--- config.mk ---
export PLATFORM = sky130hd
export DESIGN_NAME = wprot_status
export DESIGN_NICKNAME = d
export VERILOG_FILES = /design/src/rtl/wps_pkg.sv /design/src/rtl/wps_latch.sv /design/src/rtl/wps_nvreg.sv /design/src/rtl/wps_guard.sv /design/src/rtl/wprot_status.sv
export SDC_FILE = /design/constraint.sdc
export NUM_CORES = 1
export LEC_CHECK = 0
export ABC_AREA = 1
export ABC_CLOCK_PERIOD_IN_PS = 1200
export BUFFER_PORTS_ARGS = -buffer_cell sky130_fd_sc_hd__buf_4
export CAP_MARGIN = 20
export CORE_AREA = 2 2 39 41
export DETAILED_ROUTE_END_ITERATION = 7
export DIE_AREA = 0 0 41 43
export PLACE_DENSITY_LB_ADDON = 0.25
export REMOVE_ABC_BUFFERS = 1
export SLEW_MARGIN = 30
export SYNTH_ARGS = -nofsm -noshare
export SYNTH_HDL_FRONTEND = slang
export SYNTH_SLANG_ARGS = --single-unit
--- constraint.sdc ---
create_clock -name clk -period 1.2 [get_ports clk]
set_input_delay 0.18 -clock clk [delete_from_list [all_inputs] [get_ports clk]]
set_output_delay 0.18 -clock clk [all_outputs]
set_load 0.02 [all_outputs]
--- src/rtl/wps_pkg.sv ---
package wps_pkg;
    localparam int STAT_W   = 8;
    localparam int POS_WPEN = 7;
    localparam int POS_BP_H = 3;
    localparam int POS_BP_L = 2;
    localparam int POS_WEL  = 1;
    localparam int POS_WIP  = 0;

    typedef enum logic [1:0] {
        REG_NONE    = 2'b00,
        REG_QUARTER = 2'b01,
        REG_HALF    = 2'b10,
        REG_ALL     = 2'b11
    } region_e;

    typedef struct packed {
        logic    pin_en;
        region_e region;
    } nv_t;

    function automatic nv_t nv_from_byte(input logic [STAT_W-1:0] b);
        nv_t n;
        n.pin_en = b[POS_WPEN];
        n.region = region_e'(b[POS_BP_H:POS_BP_L]);
        return n;
    endfunction

    function automatic logic [STAT_W-1:0] pack_status(input nv_t n, input logic wel,
                                                      input logic wip);
        logic [STAT_W-1:0] s;
        s = '0;
        s[POS_WPEN] = n.pin_en;
        s[POS_BP_H:POS_BP_L] = n.region;
        s[POS_WEL] = wel;
        s[POS_WIP] = wip;
        return s;
    endfunction
endpackage

--- src/rtl/wps_latch.sv ---
module wps_latch (
    input  logic clk,
    input  logic rst,
    input  logic set_i,
    input  logic clr_i,
    input  logic done_i,
    output logic wel_o
);
    always_ff @(posedge clk) begin
        if (rst)                  wel_o <= 1'b0;
        else if (clr_i || done_i) wel_o <= 1'b0;
        else if (set_i)           wel_o <= 1'b1;
    end
endmodule

--- src/rtl/wps_nvreg.sv ---
module wps_nvreg
    import wps_pkg::*;
#(
    parameter logic [STAT_W-1:0] NV_RESET = '0
) (
    input  logic              clk,
    input  logic              rst,
    input  logic              accept_i,
    input  logic [STAT_W-1:0] data_i,
    input  logic              done_i,
    output nv_t               nv_o
);
    localparam nv_t NV_INIT = nv_from_byte(NV_RESET);

    nv_t  staged;
    logic pending;

    always_ff @(posedge clk) begin
        if (rst) begin
            nv_o    <= NV_INIT;
            staged  <= NV_INIT;
            pending <= 1'b0;
        end else begin
            if (done_i && pending) nv_o <= staged;
            if (accept_i) begin
                staged  <= nv_from_byte(data_i);
                pending <= 1'b1;
            end else if (done_i) begin
                pending <= 1'b0;
            end
        end
    end
endmodule

--- src/rtl/wps_guard.sv ---
module wps_guard
    import wps_pkg::*;
#(
    parameter int ADDR_W = 12
) (
    input  nv_t               nv_i,
    input  logic              wel_i,
    input  logic              wip_i,
    input  logic              wp_n_i,
    input  logic [ADDR_W-1:0] addr_i,
    output logic              sr_ok_o,
    output logic              arr_ok_o
);
    localparam int TOP = ADDR_W - 1;

    function automatic logic in_region(input region_e r, input logic [ADDR_W-1:0] a);
        case (r)
            REG_NONE:    return 1'b0;
            REG_QUARTER: return &a[TOP:TOP-1];
            REG_HALF:    return a[TOP];
            default:     return 1'b1;
        endcase
    endfunction

    logic armed;
    logic pin_block;

    always_comb begin
        armed     = wel_i && !wip_i;
        pin_block = nv_i.pin_en && !wp_n_i;
        sr_ok_o   = armed && !pin_block;
        arr_ok_o  = armed && !in_region(nv_i.region, addr_i);
    end
endmodule

--- src/rtl/wprot_status.sv ---
module wprot_status
    import wps_pkg::*;
#(
    parameter int                ADDR_W   = 12,
    parameter logic [STAT_W-1:0] NV_RESET = 8'h00
) (
    input  logic              clk,
    input  logic              rst,
    input  logic              set_wel_i,
    input  logic              clr_wel_i,
    input  logic              sr_wr_i,
    input  logic [7:0]        sr_data_i,
    input  logic [ADDR_W-1:0] arr_addr_i,
    input  logic              wp_n_i,
    input  logic              wip_i,
    input  logic              cycle_done_i,
    output logic [7:0]        status_o,
    output logic              sr_wr_ok_o,
    output logic              arr_wr_ok_o
);
    logic wel;
    nv_t  nv;

    wps_latch u_latch (
        .clk(clk), .rst(rst), .set_i(set_wel_i), .clr_i(clr_wel_i),
        .done_i(cycle_done_i), .wel_o(wel)
    );

    wps_nvreg #(.NV_RESET(NV_RESET)) u_nv (
        .clk(clk), .rst(rst), .accept_i(sr_wr_i && sr_wr_ok_o),
        .data_i(sr_data_i), .done_i(cycle_done_i), .nv_o(nv)
    );

    wps_guard #(.ADDR_W(ADDR_W)) u_guard (
        .nv_i(nv), .wel_i(wel), .wip_i(wip_i), .wp_n_i(wp_n_i),
        .addr_i(arr_addr_i), .sr_ok_o(sr_wr_ok_o), .arr_ok_o(arr_wr_ok_o)
    );

    assign status_o = pack_status(nv, wel, wip_i);
endmodule

Word level (Yosys, flattened, before mapping)
Cells that the tools add are included. W data, S select, Z words.

Bits in registers: 8. Word-level logic and storage cells: 26.

Reductions and logical operators: 15. Equal/unequal tests: 2. Mux-type cells: 3.

Operator list (count): $logic_and A1 B1 Y1 (6); $logic_not A1 Y1 (4); $pmux W1 S3 (1); $eq A2 B1 Y1 const B (1); $eq A2 B2 Y1 const B (1); $logic_not A2 Y1 (1); $mux W1 (2); $reduce_and A2 Y1 (1); $reduce_bool A2 Y1 (1); $reduce_or A2 Y1 (1); $logic_or A1 B1 Y1 (1).

Longest topological paths before layout
Gate-level depths: netlist (run 1).

Word-level depth: 6. Depth in mapped cells: 6. Mapped depth without buffers: 6.

Modules after synthesis
Synthesis (run 1) repeated with hierarchy kept, for this count alone.

Cell total of the unflattened synthesis: 61. Area total of the unflattened synthesis: 392.9 um^2.

By module, submodules not included: wps_nvreg (times used 1, area an instance 260.2 um^2, cells each 37); wprot_status (times used 1, area an instance 48.8 um^2, cells each 8); wps_guard (times used 1, area an instance 45.0 um^2, cells each 10); wps_latch (times used 1, area an instance 38.8 um^2, cells each 6).

Worst setup path after synthesis (run 1)
OpenSTA, ideal clock, no wires.

Path kind: register to output. Start point: register u_nv.nv_o[2] in the netlist's numbering. End point: output port sr_wr_ok_o. Path slack: 0.182 ns. Stages on the path, launching flop included: 3. Path buffers: 0. Data arrival time: 0.838 ns. Path through: dfxtp_1 > nand2_1 > and2_2.

Longest elaborated chain between the ends: 3.

RTL lines: start, declared (line wps_nvreg.sv:11) `output nv_t nv_o`; start signal, assigned (line wps_nvreg.sv:24) `if (done_i && pending) nv_o <= staged;`; $logic_and A1 B1 Y1 (line wps_guard.sv:30) `pin_block = nv_i.pin_en && !wp_n_i;`; $logic_not A1 Y1 (line wps_guard.sv:31) `sr_ok_o = armed && !pin_block;`; $logic_and A1 B1 Y1 (line wps_guard.sv:31); end, declared (line wprot_status.sv:18) `output logic sr_wr_ok_o,`.

No other way between the ends.

Worst setup path after layout (run 1)
Start point: register u_latch.wel_o. End point: output port arr_wr_ok_o.

Longest elaborated chain between the ends: 2.

RTL lines: start, declared (line wps_latch.sv:7) `output logic wel_o`; start signal, assigned (line wps_latch.sv:10) `if (rst) wel_o <= 1'b0;`; start signal, assigned (line wps_latch.sv:11) `else if (clr_i || done_i) wel_o <= 1'b0;`; start signal, assigned (line wps_latch.sv:12) `else if (set_i) wel_o <= 1'b1;`; $logic_and A1 B1 Y1 (line wps_guard.sv:29) `armed = wel_i && !wip_i;`; $logic_and A1 B1 Y1 (line wps_guard.sv:32) `arr_ok_o = armed && !in_region(nv_i.region, addr_i);`; end, declared (line wprot_status.sv:19) `output logic arr_wr_ok_o`.

No other way between the ends.

==> reports/qor.yml, run 1 <==
status: "complete, no violations"
crit_arrival_ns: 1.01
grt.overflow.total: 0
die_area_um2: 1760
postSynthAreaPerCell_um2: 7.03
cts_tree: "done"
coreArea_um2: 1380
pre_cts_slack_ns: 0.186
synth_area_um2: 408
hold_path.class: "in2reg"
fin_util_pct: 42.9
startpoint_type: "flop"
skew_ns: 0.00181
yosysSeqAreaShare_pct: 39.3
clock_path_buffers: 2
yosysUniqueCellTypes: 13
layout.nets: 109
slowest_stage: "dfxtp_2"
initial_core_util_pct: 29.5
drive_gt1_share_pct: 40.5
gp_congestion: 0.694
hold_violations: 0
drcViolationCount: 0
synth_seq_cells: 8
synthTopCellsByArea: "dfxtp_1 (39%), inv_1 (12%), buf_4 (9.2%), nand2_1 (8.3%), a21oi_1 (6.1%)"
multi_input_area_um2: 173
fin_area_um2: 593
num_rows: 14
root_buffer: "clkbuf_4"
ctsHoldBuffers: 0
yosysTopAreaCell: "dfxtp_1"
cpPeakStageDelay_ns: 0.33
peakVddDrop_v: 0.000620
cp_cell_sequence: "inv_2, nor2_4, o21a_1, buf_6"
seqCellArea_um2: 164
grt_max_degree: 7
power_density_nw_per_um2: 939
synth_top_area_share_pct: 39.3
io_pins: 38
synthTopCellsByCount: "inv_1 (13), nand2_1 (9), dfxtp_1 (8)"
path_buf_inv: 2
wl_um: 853
p_leak_nw: 0.307
grt_first_pass_wirelength_um: 1320
antenna_found_initial: 0
grt_setup_unrepaired: "yes"
synth_enable_flop_cells: 0
fin_setup_tns_ns: 0
drv_cap: 0
synth.most_common_cell: "inv_1"
finalCritPeriodShare_pct: 98.8
hpwl_um: 656
syn_to_final_growth_pct: 45.4
htree_levels: 1
setup_viol: 0
fmax_mhz: 843
clkLatencyLatePin_ns: 0.25
grt_pass1_vias: 345
fillCellCount: 153
endpoint_kind: "primary output"
crit_type: "reg2out"
synthCells: 58
grt_usage_pct: 11.5
antenna_left: 0
min_period_ns: 1.19
routed_via_density: 4.29
clk_pin_slew_ns: 0.05
io_buffers: 19
path_max_fanout: 5
vias: 408
clkSinkCount: 8
fin_cells: 95
worstPathRequired_ns: 1.02
fin_ws_ns: 0.0141
die_w_um: 41
cts_buffers: 3
synth_flop_cell: "dfxtp_1"
synthArstFlopShare_pct: 0
dieHeight_um: 43
antenna_cells: 0
drt_iter0_markers: 4
avgRoutedWirePerCell_um: 8.98
crit_family: "flip-flops"
slew_violations: 0
placed_cell_area_um2: 541
placedCellCount: 90
yosysWarnings: 0
dr.pass1.iters: 2
-- sequential cells by signal (all words and copies together) (netlist names) --
signal / cells
u_nv.staged: 3
u_latch.wel_o: 1
u_nv.nv_o: 3
u_nv.pending: 1
-- worst register-to-register path, delay by kind of cell, from the launching register on --
kind,cells,cell delay [ns]
and+or+nand+nor,4,0.39
DFF,1,0.33
buffers and inverters,3,0.21
-- through the flow --
stage | hold WS [ns] | power (mW)
6_report | 0.0640 | 0.557
5_1_grt | 0.0572 | 0.587
4_1_cts | 0.0624 | 0.565
3_5_place_dp | 0.339 | 0.352
3_3_place_gp | 0.337 | 0.352
2_1_floorplan | 0.252 | 0.306
-- logic make-up after synthesis --
logic type / count (synthesis) / synth area share (%)
AND/OR/NAND/NOR: 20 / 24.5
buffers and inverters: 18 / 21.2
AO/OA/AOI/OAI: 11 / 14.1
flip-flops: 8 / 39.3
other: 1 / 0.919
-- report_power, final --
group | internal [mW] | switching [mW]
Combinational | 0.0408 | 0.0388
Sequential | 0.269 | 0.00161
Clock | 0.114 | 0.0919
-- what timing repair did --
item | 4_1_cts | 5_1_grt
pin swaps | 1 | 1
hold endpoints to repair | 0 | 0
buffers inserted | 2 | 0
resized for setup | 6 | 2
setup endpoints to repair | 2 | 2
-- cell type report --
cell class	count	share of cell area, %
flip-flops and latches	8	27.6
repair buffers	21	27.8
well taps	16	3.38
multi-input cells	34	29.1
inverters	13	8.23
clock buffers	3	3.80
-- cell usage in the layout (no fill, tap or decap), types with 5 or more instances in the layout --
cell type  count
a21oi_1        5
nand2_1        8
nor2_1         5
dfxtp_1        5
buf_4         19
o21ai_0        5
inv_1         12
-- worst paths after layout --
check / startpoint / end / slack [ns] / cells past startpoint
setup reg to reg: u_latch.wel_o$_SDFFE_PP0P_ / u_nv.staged[2]$_SDFFE_PP0P_ / 0.21 / 7
setup / recovery: u_latch.wel_o$_SDFFE_PP0P_ / arr_wr_ok_o / 0.01 / 4
hold reg to reg: u_nv.staged[2]$_SDFFE_PP0P_ / u_nv.nv_o[2]$_SDFFE_PP0P_ / 0.45 / 2
hold / removal: clr_wel_i / u_latch.wel_o$_SDFFE_PP0P_ / 0.06 / 2
-- layer usage --
metal,up-vias,part of all wire [%],GRT usage [%]
met4,0,2.2,8.00
met5,-,0,0
met2,22,38,14.4
li1,212,-,-
met3,2,12,5.24
met1,172,47,15.1
No activity file was read; power rests on OpenSTA's default activity.
==> run 2: changes to the inputs <==
SYNTH_HIERARCHICAL = 1   (was unset)
==> reports/qor.yml, run 2 <==
status: "complete, no violations"
postSynthAreaPerCell_um2: 6.44  # -8.4%
wl_um: 710  # -17%
hold_path.class: "in2reg"
clock_path_buffers: 2  # unchanged
die_w_um: 41  # unchanged
synth_area_um2: 393  # -3.7%
clkSinkCount: 8  # unchanged
grt_usage_pct: 9.48  # -2.1 points
antenna_cells: 0  # unchanged
power_density_nw_per_um2: 980  # +4.3%
fin_setup_tns_ns: 0  # unchanged
root_buffer: "clkbuf_4"
yosysTopAreaCell: "dfxtp_1"
gp_congestion: 0.666  # -4.0%
multi_input_area_um2: 166  # -3.6%
io_pins: 38  # unchanged
coreArea_um2: 1380  # unchanged
antenna_left: 0  # unchanged
fillCellCount: 153  # unchanged
crit_arrival_ns: 0.98  # -0.03 ns
fin_cells: 96  # +1.1%
synth_enable_flop_cells: 0  # unchanged
setup_viol: 0  # unchanged
fmax_mhz: 860  # +2.0%
die_area_um2: 1760  # unchanged
grt_max_degree: 7  # unchanged
grt.overflow.total: 0  # unchanged
num_rows: 14  # unchanged
p_leak_nw: 0.303  # -1.1%
synth.most_common_cell: "nor2_1"
drv_cap: 0  # unchanged
drt_iter0_markers: 5  # +1
endpoint_kind: "primary output"
crit_type: "reg2out"
synthCells: 61  # +5.2%
slew_violations: 0  # unchanged
drcViolationCount: 0  # unchanged
reg_top3: "u_nv/nv_o (3), u_nv/staged (3)"
path_max_fanout: 3  # -2
yosysSeqAreaShare_pct: 40.8  # +1.5 points
seqCellArea_um2: 161  # -1.5%
synth_top_area_share_pct: 40.8  # +1.5 points
placed_cell_area_um2: 526  # -2.8%
min_period_ns: 1.16  # -0.0228 ns
cts_buffers: 3  # unchanged
finalCritPeriodShare_pct: 96.9  # -1.9 points
grt_setup_unrepaired: "yes"
layout.nets: 110  # +0.92%
clk_pin_slew_ns: 0.05  # about the same
syn_to_final_growth_pct: 42.0
synth_flop_cell: "dfxtp_1"
antenna_found_initial: 0  # unchanged
skew_ns: 0.00210  # +0.000288 ns
htree_levels: 1  # unchanged
dieHeight_um: 43  # unchanged
placedCellCount: 93  # +3.3%
routed_via_density: 3.89  # -9.5%
cpPeakStageDelay_ns: 0.34  # about the same
r2r_start: "u_latch/wel_o$_SDFFE_PP0P_"
synthArstFlopShare_pct: 0  # unchanged
slowest_stage: "dfxtp_2"
dr.pass1.iters: 3  # +1
grt_first_pass_wirelength_um: 1130  # -15%
cp-startpoint: "u_latch/wel_o$_SDFFE_PP0P_"
synthTopCellsByCount: "nor2_1 (18), inv_1 (10), nand2_1 (10), dfxtp_1 (8), buf_4 (5)"
worstHoldStart: "rst"
fin_area_um2: 558  # -5.9%
grt_pass1_vias: 316  # -8.4%
io_buffers: 19  # unchanged
worstPathRequired_ns: 1.02  # about the same
hold_violations: 0  # unchanged
synthTopCellsByArea: "dfxtp_1 (41%), nor2_1 (17%), buf_4 (9.6%), inv_1 (9.6%), nand2_1 (9.6%)"
yosysWarnings: 6  # +6
startpoint_type: "flop"
cp_cell_sequence: "inv_2, nor2_4, nand2_1, nor2_1, buf_4"
vias: 373  # -8.6%
yosysUniqueCellTypes: 13  # unchanged
clkLatencyLatePin_ns: 0.25  # about the same
initial_core_util_pct: 28.4  # -1.1 points
peakVddDrop_v: 0.000439  # -29%
final_cell_mix: "buf_4 (18), nor2_1 (18), nand2_1 (10), inv_1 (8), dfxtp_1 (7)"
cts_tree: "done"
avgRoutedWirePerCell_um: 7.40  # -18%
drive_gt1_share_pct: 35.0  # -5.5 points
hpwl_um: 556  # -15%
synth_seq_cells: 8  # unchanged
postCtsSetupRepairBufs: 0  # -2
[run 2: routing by layer]
layer / GRT usage [%] / wire (um) / vias to the layer above
met1: 10.7 / 309 / 148
met4: 8.00 / 23 / 0
met3: 1.57 / 62 / 2
met2: 14.4 / 315 / 15
met5: 0 / 0 / -
li1: - / - / 208
[run 2: timing repair]
| action | in CTS | in global routing |
|---|---|---|
| resized for setup | 2 | 3 |
| hold buffers | 0 | 0 |
| setup endpoints to repair | 2 | 5 |
| pin swaps | 0 | 0 |
| hold endpoints to repair | 0 | 0 |
[run 2: logic make-up (layout without fill, tap and decap cells)]
family | Yosys count | in the layout | synth area share, %
simple gates | 31 | 31 | 31.2
buf+inv | 16 | 33 | 20.1
flops | 8 | 8 | 40.8
compound gates | 5 | 5 | 7.00
other cells | 1 | 3 | 0.954
[run 2: path summary, 6_finish.rpt]
path	to	slack, ns	cells past startpoint
max	arr_wr_ok_o	0.04	5
min	u_nv/pending$_SDFFE_PP0P_	0.10	2
max reg2reg	u_nv/staged[1]$_SDFFE_PP0P_	0.13	8
min reg2reg	u_nv/nv_o[2]$_SDFFE_PP0P_	0.48	2
[run 2: per-stage QoR]
step                hold WS [ns]  utilization, %  worst slack, ns  total power [mW]
floorplan                  0.249               -           -0.103             0.301
global placement           0.365            38.0           0.0721             0.344
detailed placement         0.364            38.0           0.0648             0.345
CTS                       0.0992            39.7         -0.00212             0.553
global route               0.103            40.3          -0.0315             0.580
finish                     0.105            40.3           0.0369             0.547
[run 2: final cells by class]
class	instances	area share [%]
clock buffers	3	4.04
flip-flops and latches	8	28.9
multi-input cells	39	29.8
inverters	11	7.40
repair buffers	19	26.2
well taps	16	3.59
[run 2: report_power, final]
| part | internal (mW) | switching [mW] | total (mW) |
|---|---|---|---|
| combinational | 0.0359 | 0.0338 | 0.0697 |
| clock | 0.114 | 0.0911 | 0.206 |
| sequential | 0.269 | 0.00205 | 0.271 |
| total | 0.420 | 0.127 | 0.547 |
[run 2: critical path: cells and delay by family, from the launching register on]
family                 cells  cell delay, ns
DFF                        1            0.34
buffers and inverters      2            0.18
and+or+nand+nor            3            0.21
